[config.mk]
export PLATFORM = sky130hd
export DESIGN_NAME = bank_and_unit
export DESIGN_NICKNAME = d
export VERILOG_FILES = /design/src/rtl/bank_and_pkg.sv /design/src/rtl/bank_and_phase.sv /design/src/rtl/bank_and_addr.sv /design/src/rtl/bank_and_ctx.sv /design/src/rtl/bank_and_unit.sv
export SDC_FILE = /design/constraint.sdc
export NUM_CORES = 1
export LEC_CHECK = 0
export ABC_CLOCK_PERIOD_IN_PS = 5100
export CORE_ASPECT_RATIO = 2
export CORE_MARGIN = 4
export CORE_UTILIZATION = 65
export CTS_BUF_LIST = sky130_fd_sc_hd__clkbuf_8
export DETAILED_ROUTE_END_ITERATION = 8
export DONT_BUFFER_PORTS = 1
export GPL_ROUTABILITY_DRIVEN = 0
export PLACE_DENSITY_LB_ADDON = 0.3
export REMOVE_ABC_BUFFERS = 1
export SETUP_SLACK_MARGIN = 0.02
export SYNTH_ARGS = -nofsm -noshare
export SYNTH_HDL_FRONTEND = slang
export SYNTH_SLANG_ARGS = --single-unit
[constraint.sdc]
create_clock -name clk -period 5.1 [get_ports clk]
set_clock_uncertainty 0.1 [all_clocks]
set_input_delay 0.51 -clock clk [delete_from_list [all_inputs] [get_ports clk]]
set_output_delay 0.51 -clock clk [all_outputs]
set_load 0.01 [all_outputs]
[src/rtl/bank_and_pkg.sv]
package bank_and_pkg;

    localparam int unsigned DATA_W  = 8;
    localparam int unsigned OFS_W   = 8;
    localparam int unsigned BANK_W  = 4;
    localparam int unsigned ADDR_W  = BANK_W + OFS_W;
    localparam int unsigned INSTR_W = 16;
    localparam int unsigned OPC_W   = 6;
    localparam logic [OPC_W-1:0] OPC_AND = 6'b000101;
    localparam logic [OFS_W-1:0] ACC_SPLIT = 8'h60;

    typedef enum logic [1:0] {
        PH_DECODE = 2'd0,
        PH_READ   = 2'd1,
        PH_CALC   = 2'd2,
        PH_WRITE  = 2'd3
    } phase_e;

    typedef enum logic [1:0] {
        AM_ACCESS  = 2'd0,
        AM_BANKED  = 2'd1,
        AM_INDEXED = 2'd2
    } amode_e;

    typedef struct packed {
        logic neg;
        logic zero;
        logic ovf;
        logic dcarry;
        logic carry;
    } flags_t;

    typedef struct packed {
        logic              to_mem;
        logic [ADDR_W-1:0] ea;
    } op_t;

    function automatic logic is_andop(input logic [INSTR_W-1:0] word);
        return word[INSTR_W-1 -: OPC_W] == OPC_AND;
    endfunction

    function automatic logic [1:0] nz_of(input logic [DATA_W-1:0] r);
        return {r[DATA_W-1], (r == '0)};
    endfunction

endpackage

[src/rtl/bank_and_phase.sv]
module bank_and_phase
    import bank_and_pkg::*;
(
    input  logic   clk,
    input  logic   rst,
    output phase_e phase
);
    logic [1:0] nxt;

    assign nxt = phase + 2'd1;

    always_ff @(posedge clk) begin
        if (rst) phase <= PH_DECODE;
        else     phase <= phase_e'(nxt);
    end

    // phases advance one step per clock and wrap
    p_phase_wrap_r8: assert property (@(posedge clk) disable iff (rst)
        phase == PH_WRITE |=> phase == PH_DECODE);
    p_phase_step_r8: assert property (@(posedge clk) disable iff (rst)
        phase != PH_WRITE |=> phase != PH_DECODE && phase != $past(phase));

endmodule

[src/rtl/bank_and_addr.sv]
module bank_and_addr
    import bank_and_pkg::*;
#(
    parameter int unsigned P_OFS_W  = OFS_W,
    parameter int unsigned P_BANK_W = BANK_W,
    parameter int unsigned P_ADDR_W = ADDR_W,
    parameter logic [P_OFS_W-1:0] P_SPLIT = ACC_SPLIT
) (
    input  logic [P_OFS_W-1:0]  ofs,
    input  logic                use_bank,
    input  logic [P_BANK_W-1:0] bank,
    input  logic                idx_en,
    input  logic [P_ADDR_W-1:0] ptr,
    output logic [P_ADDR_W-1:0] ea
);
    localparam int unsigned HI_W = P_ADDR_W - P_OFS_W;

    amode_e              mode;
    logic                low_half;
    logic [P_ADDR_W-1:0] ofs_ext;
    logic [P_ADDR_W-1:0] acc_addr;
    logic [P_ADDR_W-1:0] bank_addr;

    assign low_half = ofs < P_SPLIT;
    assign ofs_ext  = {{HI_W{1'b0}}, ofs};

    generate
        if (HI_W == P_BANK_W) begin : g_bank_exact
            assign bank_addr = {bank, ofs};
        end else begin : g_bank_pad
            assign bank_addr = P_ADDR_W'({bank, ofs});
        end
    endgenerate

    assign acc_addr = low_half ? ofs_ext : {{HI_W{1'b1}}, ofs};

    always_comb begin
        if (use_bank)               mode = AM_BANKED;
        else if (idx_en && low_half) mode = AM_INDEXED;
        else                        mode = AM_ACCESS;
    end

    always_comb begin
        unique case (mode)
            AM_BANKED:  ea = bank_addr;
            AM_INDEXED: ea = ptr + ofs_ext;
            default:    ea = acc_addr;
        endcase
    end

endmodule

[src/rtl/bank_and_ctx.sv]
module bank_and_ctx
    import bank_and_pkg::*;
(
    input  logic              clk,
    input  logic              rst,
    input  logic              ld_en,
    input  logic [DATA_W-1:0] ld_w,
    input  flags_t            ld_fl,
    input  logic              wb_w_en,
    input  logic [DATA_W-1:0] wb_w,
    input  logic              wb_nz_en,
    input  logic [1:0]        wb_nz,
    output logic [DATA_W-1:0] w_q,
    output flags_t            fl_q
);
    always_ff @(posedge clk) begin
        if (rst) begin
            w_q  <= '0;
            fl_q <= '0;
        end else begin
            if (wb_w_en)    w_q <= wb_w;
            else if (ld_en) w_q <= ld_w;

            if (ld_en) begin
                fl_q.ovf    <= ld_fl.ovf;
                fl_q.dcarry <= ld_fl.dcarry;
                fl_q.carry  <= ld_fl.carry;
            end

            if (wb_nz_en) begin
                fl_q.neg  <= wb_nz[1];
                fl_q.zero <= wb_nz[0];
            end else if (ld_en) begin
                fl_q.neg  <= ld_fl.neg;
                fl_q.zero <= ld_fl.zero;
            end
        end
    end

    // arithmetic flags only move on a load
    p_keep_flags_r7: assert property (@(posedge clk) disable iff (rst)
        !ld_en |=> $stable(fl_q.ovf) && $stable(fl_q.dcarry) && $stable(fl_q.carry));
    // working register holds unless written or loaded
    p_w_hold_r3: assert property (@(posedge clk) disable iff (rst)
        !ld_en && !wb_w_en |=> $stable(w_q));
    // write-back wins over a load for N and Z
    p_wb_priority_r10: assert property (@(posedge clk) disable iff (rst)
        wb_nz_en |=> fl_q.neg == $past(wb_nz[1]) && fl_q.zero == $past(wb_nz[0]));

endmodule

[src/rtl/bank_and_unit.sv]
module bank_and_unit
    import bank_and_pkg::*;
#(
    parameter int unsigned P_DATA_W  = DATA_W,
    parameter int unsigned P_ADDR_W  = ADDR_W,
    parameter int unsigned P_BANK_W  = BANK_W,
    parameter int unsigned P_INSTR_W = INSTR_W,
    parameter int unsigned P_FLAG_W  = $bits(flags_t)
) (
    input  logic                 clk,
    input  logic                 rst,
    input  logic                 instr_valid,
    input  logic [P_INSTR_W-1:0] instr_word,
    input  logic [P_BANK_W-1:0]  bank_reg,
    input  logic                 idx_mode_en,
    input  logic [P_ADDR_W-1:0]  idx_ptr,
    input  logic                 ctx_load,
    input  logic [P_DATA_W-1:0]  ctx_w,
    input  logic [P_FLAG_W-1:0]  ctx_flags,
    output logic [P_ADDR_W-1:0]  rf_addr,
    output logic                 rf_rd_en,
    input  logic [P_DATA_W-1:0]  rf_rdata,
    output logic                 rf_wr_en,
    output logic [P_DATA_W-1:0]  rf_wdata,
    output logic [P_DATA_W-1:0]  w_out,
    output logic [P_FLAG_W-1:0]  flags_out,
    output logic [1:0]           phase_out
);
    localparam int unsigned BIT_DEST = OFS_W + 1;
    localparam int unsigned BIT_BANK = OFS_W;

    phase_e              phase;
    logic                dec_hit;
    logic [P_ADDR_W-1:0] dec_ea;
    logic                active;
    op_t                 op_q;
    logic [P_DATA_W-1:0] res_q;
    logic [P_DATA_W-1:0] w_q;
    flags_t              fl_q;
    logic                in_wb;

    bank_and_phase u_phase (
        .clk   (clk),
        .rst   (rst),
        .phase (phase)
    );

    assign dec_hit = instr_valid && is_andop(instr_word);

    bank_and_addr u_addr (
        .ofs      (instr_word[OFS_W-1:0]),
        .use_bank (instr_word[BIT_BANK]),
        .bank     (bank_reg),
        .idx_en   (idx_mode_en),
        .ptr      (idx_ptr),
        .ea       (dec_ea)
    );

    always_ff @(posedge clk) begin
        if (rst) begin
            active <= 1'b0;
            op_q   <= '0;
            res_q  <= '0;
        end else begin
            unique case (phase)
                PH_DECODE: begin
                    active <= dec_hit;
                    if (dec_hit) begin
                        op_q.to_mem <= instr_word[BIT_DEST];
                        op_q.ea     <= dec_ea;
                    end
                end
                PH_CALC: begin
                    if (active) res_q <= w_q & rf_rdata;
                end
                PH_WRITE: active <= 1'b0;
                default: ;
            endcase
        end
    end

    assign in_wb = active && (phase == PH_WRITE);

    bank_and_ctx u_ctx (
        .clk      (clk),
        .rst      (rst),
        .ld_en    (ctx_load),
        .ld_w     (ctx_w),
        .ld_fl    (flags_t'(ctx_flags)),
        .wb_w_en  (in_wb && !op_q.to_mem),
        .wb_w     (res_q),
        .wb_nz_en (in_wb),
        .wb_nz    (nz_of(res_q)),
        .w_q      (w_q),
        .fl_q     (fl_q)
    );

    assign rf_rd_en  = active && (phase == PH_READ);
    assign rf_wr_en  = in_wb && op_q.to_mem;
    assign rf_addr   = active ? op_q.ea : '0;
    assign rf_wdata  = res_q;
    assign w_out     = w_q;
    assign flags_out = fl_q;
    assign phase_out = phase;

    // port requests only in their own phase
    p_read_phase_r8: assert property (@(posedge clk) disable iff (rst)
        rf_rd_en |-> phase_out == 2'd1);
    p_write_phase_r8: assert property (@(posedge clk) disable iff (rst)
        rf_wr_en |-> phase_out == 2'd3);
    // a foreign opcode leads to no read in the following phase
    p_ignore_foreign_r1: assert property (@(posedge clk) disable iff (rst)
        phase_out == 2'd0 && !(instr_valid && instr_word[15:10] == 6'b000101) |=> !rf_rd_en);
    // memory destination leaves W alone unless loaded
    p_mem_dest_r3: assert property (@(posedge clk) disable iff (rst)
        rf_wr_en && !ctx_load |=> $stable(w_out));
    // Z and N follow the byte written back
    p_nz_from_result_r7: assert property (@(posedge clk) disable iff (rst)
        rf_wr_en |=> flags_out[3] == ($past(rf_wdata) == 8'h00) && flags_out[4] == $past(rf_wdata[7]));

endmodule

# [Yosys cells after proc, flatten, opt, wreduce, memory -nomap -nowiden]
# Index checks and enable logic that the tools add are counted.
[word_totals] reg_bits=37 inputBits=58 wordCells=45 out_inout_bits=37
[op_classes] addsub=2 n_reduce_logical=14 order_cmp=1 n_eq_ne=6 mux=10 bitwise=1
[ops] cell="two-way mux 12 bit" n=2
[ops] cell="case mux 12 bit (2 select lines)" n=1
[ops] cell="two-way mux 8 bit" n=2
[ops] cell="adder 12 x 8 -> 12 bit" n=1
[ops] cell="AND 8 bit" n=1
[ops] cell="zero test 8 bit" n=1
[ops] cell="less-than comparator 8 x 7 -> 1 bit (second input constant)" n=1
[ops] cell="two-way mux 2 bit" n=4
[ops] cell="== test 2 bit (second input constant)" n=3
[ops] cell="== test 6 x 3 -> 1 bit (second input constant)" n=1
[ops] cell="logical AND 1 bit" n=6
[ops] cell="nonzero test 2 bit" n=3
[ops] cell="== test 2 x 1 -> 1 bit (second input constant)" n=2
[ops] cell="AND reduction 2 bit" n=2
[ops] cell="adder 2 x 1 -> 2 bit (second input constant)" n=1
[ops] cell="zero test 2 bit" n=1
[ops] cell="case mux 1 bit (2 select lines)" n=1
[ops] cell="zero test 1 bit" n=1

# [Logic depth before layout (Yosys ltp)]
[depth] word_depth=6 mapped_depth=8

# [Hierarchy]
# A second synthesis with hierarchy kept.
[hier_totals] hier_cells=270 area_unflattened_um2=2373.5
[modules_own_cells] module="bank_and_unit" instances=1 cells_each=125 area_per_inst_um2=1129.8
[modules_own_cells] module="bank_and_addr" instances=1 cells_each=86 area_per_inst_um2=605.6
[modules_own_cells] module="bank_and_ctx" instances=1 cells_each=54 area_per_inst_um2=581.8
[modules_own_cells] module="bank_and_phase" instances=1 cells_each=5 area_per_inst_um2=56.3

# [Least setup slack after synthesis]
# Ideal clock, no wire load.
[synth_timing] path_kind="input-to-reg" from="input port instr_word[0]" to="register op_q[10] in the netlist's numbering" setup_ps=74 slack_ps=2777 cell_stages=8 required_ps=4926 arrival_time_ps=2149 cell_sequence="ha_1 -> inv_1 -> fa_1 -> nand2b_1 -> a21oi_1 -> a21oi_1 -> or4_1 -> a31oi_1"
[synth_between] elab_chain_len=6 elab_cells_between_ends=9 classes_between="add/sub (1); order compare (1); eq/ne (2); mux (4); reduce/logical (1)"
[synth_rtl] element="start: declaration" line="bank_and_unit.sv:13" rtl="input logic [P_INSTR_W-1:0] instr_word,"
[synth_rtl] element="less-than comparator 8 x 7 -> 1 bit" line="bank_and_addr.sv:24" rtl="assign low_half = ofs < P_SPLIT;"
[synth_rtl] element="logical AND 1 bit" line="bank_and_addr.sv:39" rtl="else if (idx_en && low_half) mode = AM_INDEXED;"
[synth_rtl] element="two-way mux 2 bit" line="bank_and_addr.sv:39"
[synth_rtl] element="two-way mux 2 bit" line="bank_and_addr.sv:38" rtl="if (use_bank) mode = AM_BANKED;"
[synth_rtl] element="== test 2 bit / == test 2 x 1 -> 1 bit (equally long branches)" line="bank_and_addr.sv:44" rtl="unique case (mode)"
[synth_rtl] element="case mux 12 bit (2 select lines) *" line="bank_and_addr.sv:44"
[synth_rtl] element="end: declaration" line="bank_and_unit.sv:36" rtl="op_t op_q;"
# Mark *: on every way between the ends. The rest lies on a longest branch, timed or not.
# A chain may end at the register's enable or synchronous reset.

# [Worst setup path after layout]
[layout_timing] from="register u_phase.phase[0]" to="register op_q[7] in the netlist's numbering"
[layout_between] elab_chain_len=2
[layout_rtl] element="start: declaration" line="bank_and_phase.sv:6" rtl="output phase_e phase"
[layout_rtl] element="start signal: assignment" line="bank_and_phase.sv:14" rtl="else phase <= phase_e'(nxt);"
[layout_rtl] element="zero test 2 bit" line="bank_and_unit.sv:65" rtl="unique case (phase)"
[layout_rtl] element="AND reduction 2 bit (no line)"
# No other way between the ends.

==> run metrics <==
CP Launch Type flip-flop; RSZ-0062 raised after global routing false; Post-CTS Resized 0; Detailed Route WL 5.384 mm; Yosys Warn Count 0; H-tree depth 2; critical path peak fanout 17; Worst Tran Pin Value 624.7 ps; largest net degree at the start of global routing 31; Overflow after GRT 0; vias in the first global route 1923; Port Buf Inserts 0; Worst-Skew Late Latency 280 ps; vias 1864; Final period util 45.48%; reg-to-reg endpoint op_q[7]$_SDFFE_PP0P_; # setup viols final 0; LEAKAGE 0.8887 nW; Post-CTS Setup Bufs 0; DRT iter0 DRCs 31; Async SR Flop Fraction 0%; Arr. time, crit path 2440 ps; crit path kind reg -> reg; pwr dens 264.8 nW/um2; Num CTS Buffers 5; overall power 0.5759 mW; Routed Antenna Nets 0; outcome completed; area leader, netlist dfxtp_1; Critical Path RT 5220 ps; worst r2r src u_phase.phase[0]$_SDFF_PP0_; initial core utilization 66.90%; Residual DRC 0; Avg WL per Cell 19.16 um; synth unique cells 41; global-route wire length before repair 8.542 mm; Final Hold Fails 0; CTS tree done; First-pass DRT Iterations 4; hold_buf cts 0; ys flop type dfxtp_1; Max Root-Sink Buffers 2; final setup TNS 0 ps; Max IR drop VDD 0.1894 mV; Area Growth Syn to Fin 2.962%; worst hold path class in -> reg; DIE WIDTH 48.31 um; Cells after DPL 273; core area 3157 um2; die outline area 4280 um2; layout cells sized above 1 3.614%; post-synthesis sequential area ratio 35.07%; Post-synth EDFFs 0; Place WS 2609 ps; Synth top area share 35.07%; Post-DP HPWL 4.180 mm; FP Rows 29; CTS Sinks 37; Total GRT Usage 25.40%; initial antenna violation count 1; Die H 88.61 um; Setup crit end kind flip-flop; main area contributors after synthesis dfxtp_1 (35%), ha_1 (7.1%), a21oi_1 (6.9%); Final Critical Period 2320 ps; Reg clk slew, reported paths 70 ps; worst r2r path cells 7; # Max-Cap Violations 0; mapped cell area 2112 um2; worst setup margin 2780 ps; r2r setup slk 2780 ps; FF+latch count, synth 37; I/O pins 95; non-filler instance count after layout 281; Syn Area/Cell 8.250 um2; worst hold margin 190.0 ps; Slew headroom 58.35%; Clock Tree Root clkbuf_8; Max Clk Rate 431.1 MHz; launch point of the worst path u_phase.phase[0]$_SDFF_PP0_; Fillers 268; Final nets 320; Max Slew Vio Count 0; Vias/cell 6.633; CP endpoint op_q[7]$_SDFFE_PP0P_; Cells after Synth 256
[layout make-up]
type                       count  area [um2]  area share, %
multi-input combinational    198        1280          58.86
sequential                    37       740.7          34.06
clock buffer                   6       82.58          3.797
tap                           31       38.79          1.784
inverter                       7       26.28          1.208
clock inverter                 1       3.754         0.1726
antenna                        1       2.502         0.1151
[power by group]
group	total [mW]	switching (mW)	internal (mW)
Combinational	0.0672	0.0367	0.0305
Sequential	0.308	0.0107	0.297
Clock	0.201	0.0956	0.105
Total	0.576	0.143	0.433
[flip-flops by register name (all words and copies together) (netlist names)]
| name | count |
|---|---|
| op_q | 13 |
| rf_wdata | 8 |
| u_ctx.w_q | 8 |
| u_ctx.fl_q | 5 |
| u_phase.phase | 2 |
| active | 1 |
[critical path, cell delays in order (launching register included)]
cell	delay, ps
dfxtp_1	380
inv_1	110
ha_1	140
and4bb_1	240
and2_1	550
o21a_2	230
or4b_1	430
nand3_1	90
[logic make-up (layout without fill, tap and decap cells)]
group,Yosys count,count (layout),synth area share [%]
adders and majority gates,13,13,8.057
AOI/OAI and AO/OA,72,72,21.21
buffers and inverters,21,14,4.325
and+or+nand+nor,94,94,22.69
muxes,13,13,6.161
other,0,1,0
xor gates and xnor gates,6,6,2.488
DFF,37,37,35.07
[cells in the final DEF (no fill, tap or decap), types with 2 or more instances in the layout]
master	netlist	routed
dfxtp_1	37	37
a21oi_1	29	29
nand2_1	28	28
nor2_1	22	22
and2_1	15	15
mux2i_1	13	13
a211oi_1	12	12
ha_1	12	12
nand3_1	11	11
inv_1	7	8
o21ai_1	6	6
clkbuf_8	0	6
a21o_1	5	5
a31oi_1	5	5
o21ai_0	4	4
o211ai_1	4	4
xor2_1	4	4
nand2b_1	2	2
xnor2_1	2	2
or4b_1	2	2
nor4_1	2	2
nor2b_1	2	2
a311oi_1	2	2
[worst min-delay path by stage]
stage                    startpoint  cells after the start  slack (ps)              endpoint
2_1_floorplan  op_q[1]$_SDFFE_PP0P_                      2         320  op_q[1]$_SDFFE_PP0P_
3_3_place_gp   op_q[1]$_SDFFE_PP0P_                      2         330  op_q[1]$_SDFFE_PP0P_
3_5_place_dp   op_q[1]$_SDFFE_PP0P_                      2         340  op_q[1]$_SDFFE_PP0P_
4_1_cts                         rst                      1         180  op_q[1]$_SDFFE_PP0P_
5_1_grt                         rst                      1         180  op_q[0]$_SDFFE_PP0P_
6_report                        rst                      1         190  op_q[1]$_SDFFE_PP0P_
[synth_stat cells (5+ instances only)]
master / instances
a211oi_1: 12
a21o_1: 5
a21oi_1: 29
a31oi_1: 5
and2_1: 15
clkbuf_1: 9
dfxtp_1: 37
ha_1: 12
inv_1: 7
mux2i_1: 13
nand2_1: 28
nand3_1: 11
nor2_1: 22
o21ai_1: 6
[metrics by stage]
| step | utilization [%] | instance area [um2] |
|---|---|---|
| detailed placement | 66.07 | 2086 |
| CTS | 68.81 | 2172 |
| global placement | 66.07 | 2086 |
| global route | 68.81 | 2172 |
| floorplan | - | 2047 |
| finish | 68.89 | 2175 |
[routing by layer]
metal	global-route usage (%)	routed length [um]	vias up
li1	-	-	900
met1	21.53	1718	855
met2	50.95	3077	95
met3	7.757	460	14
met4	12.34	127	0
met5	0	0	-
No activity file was read; power rests on OpenSTA's default activity.
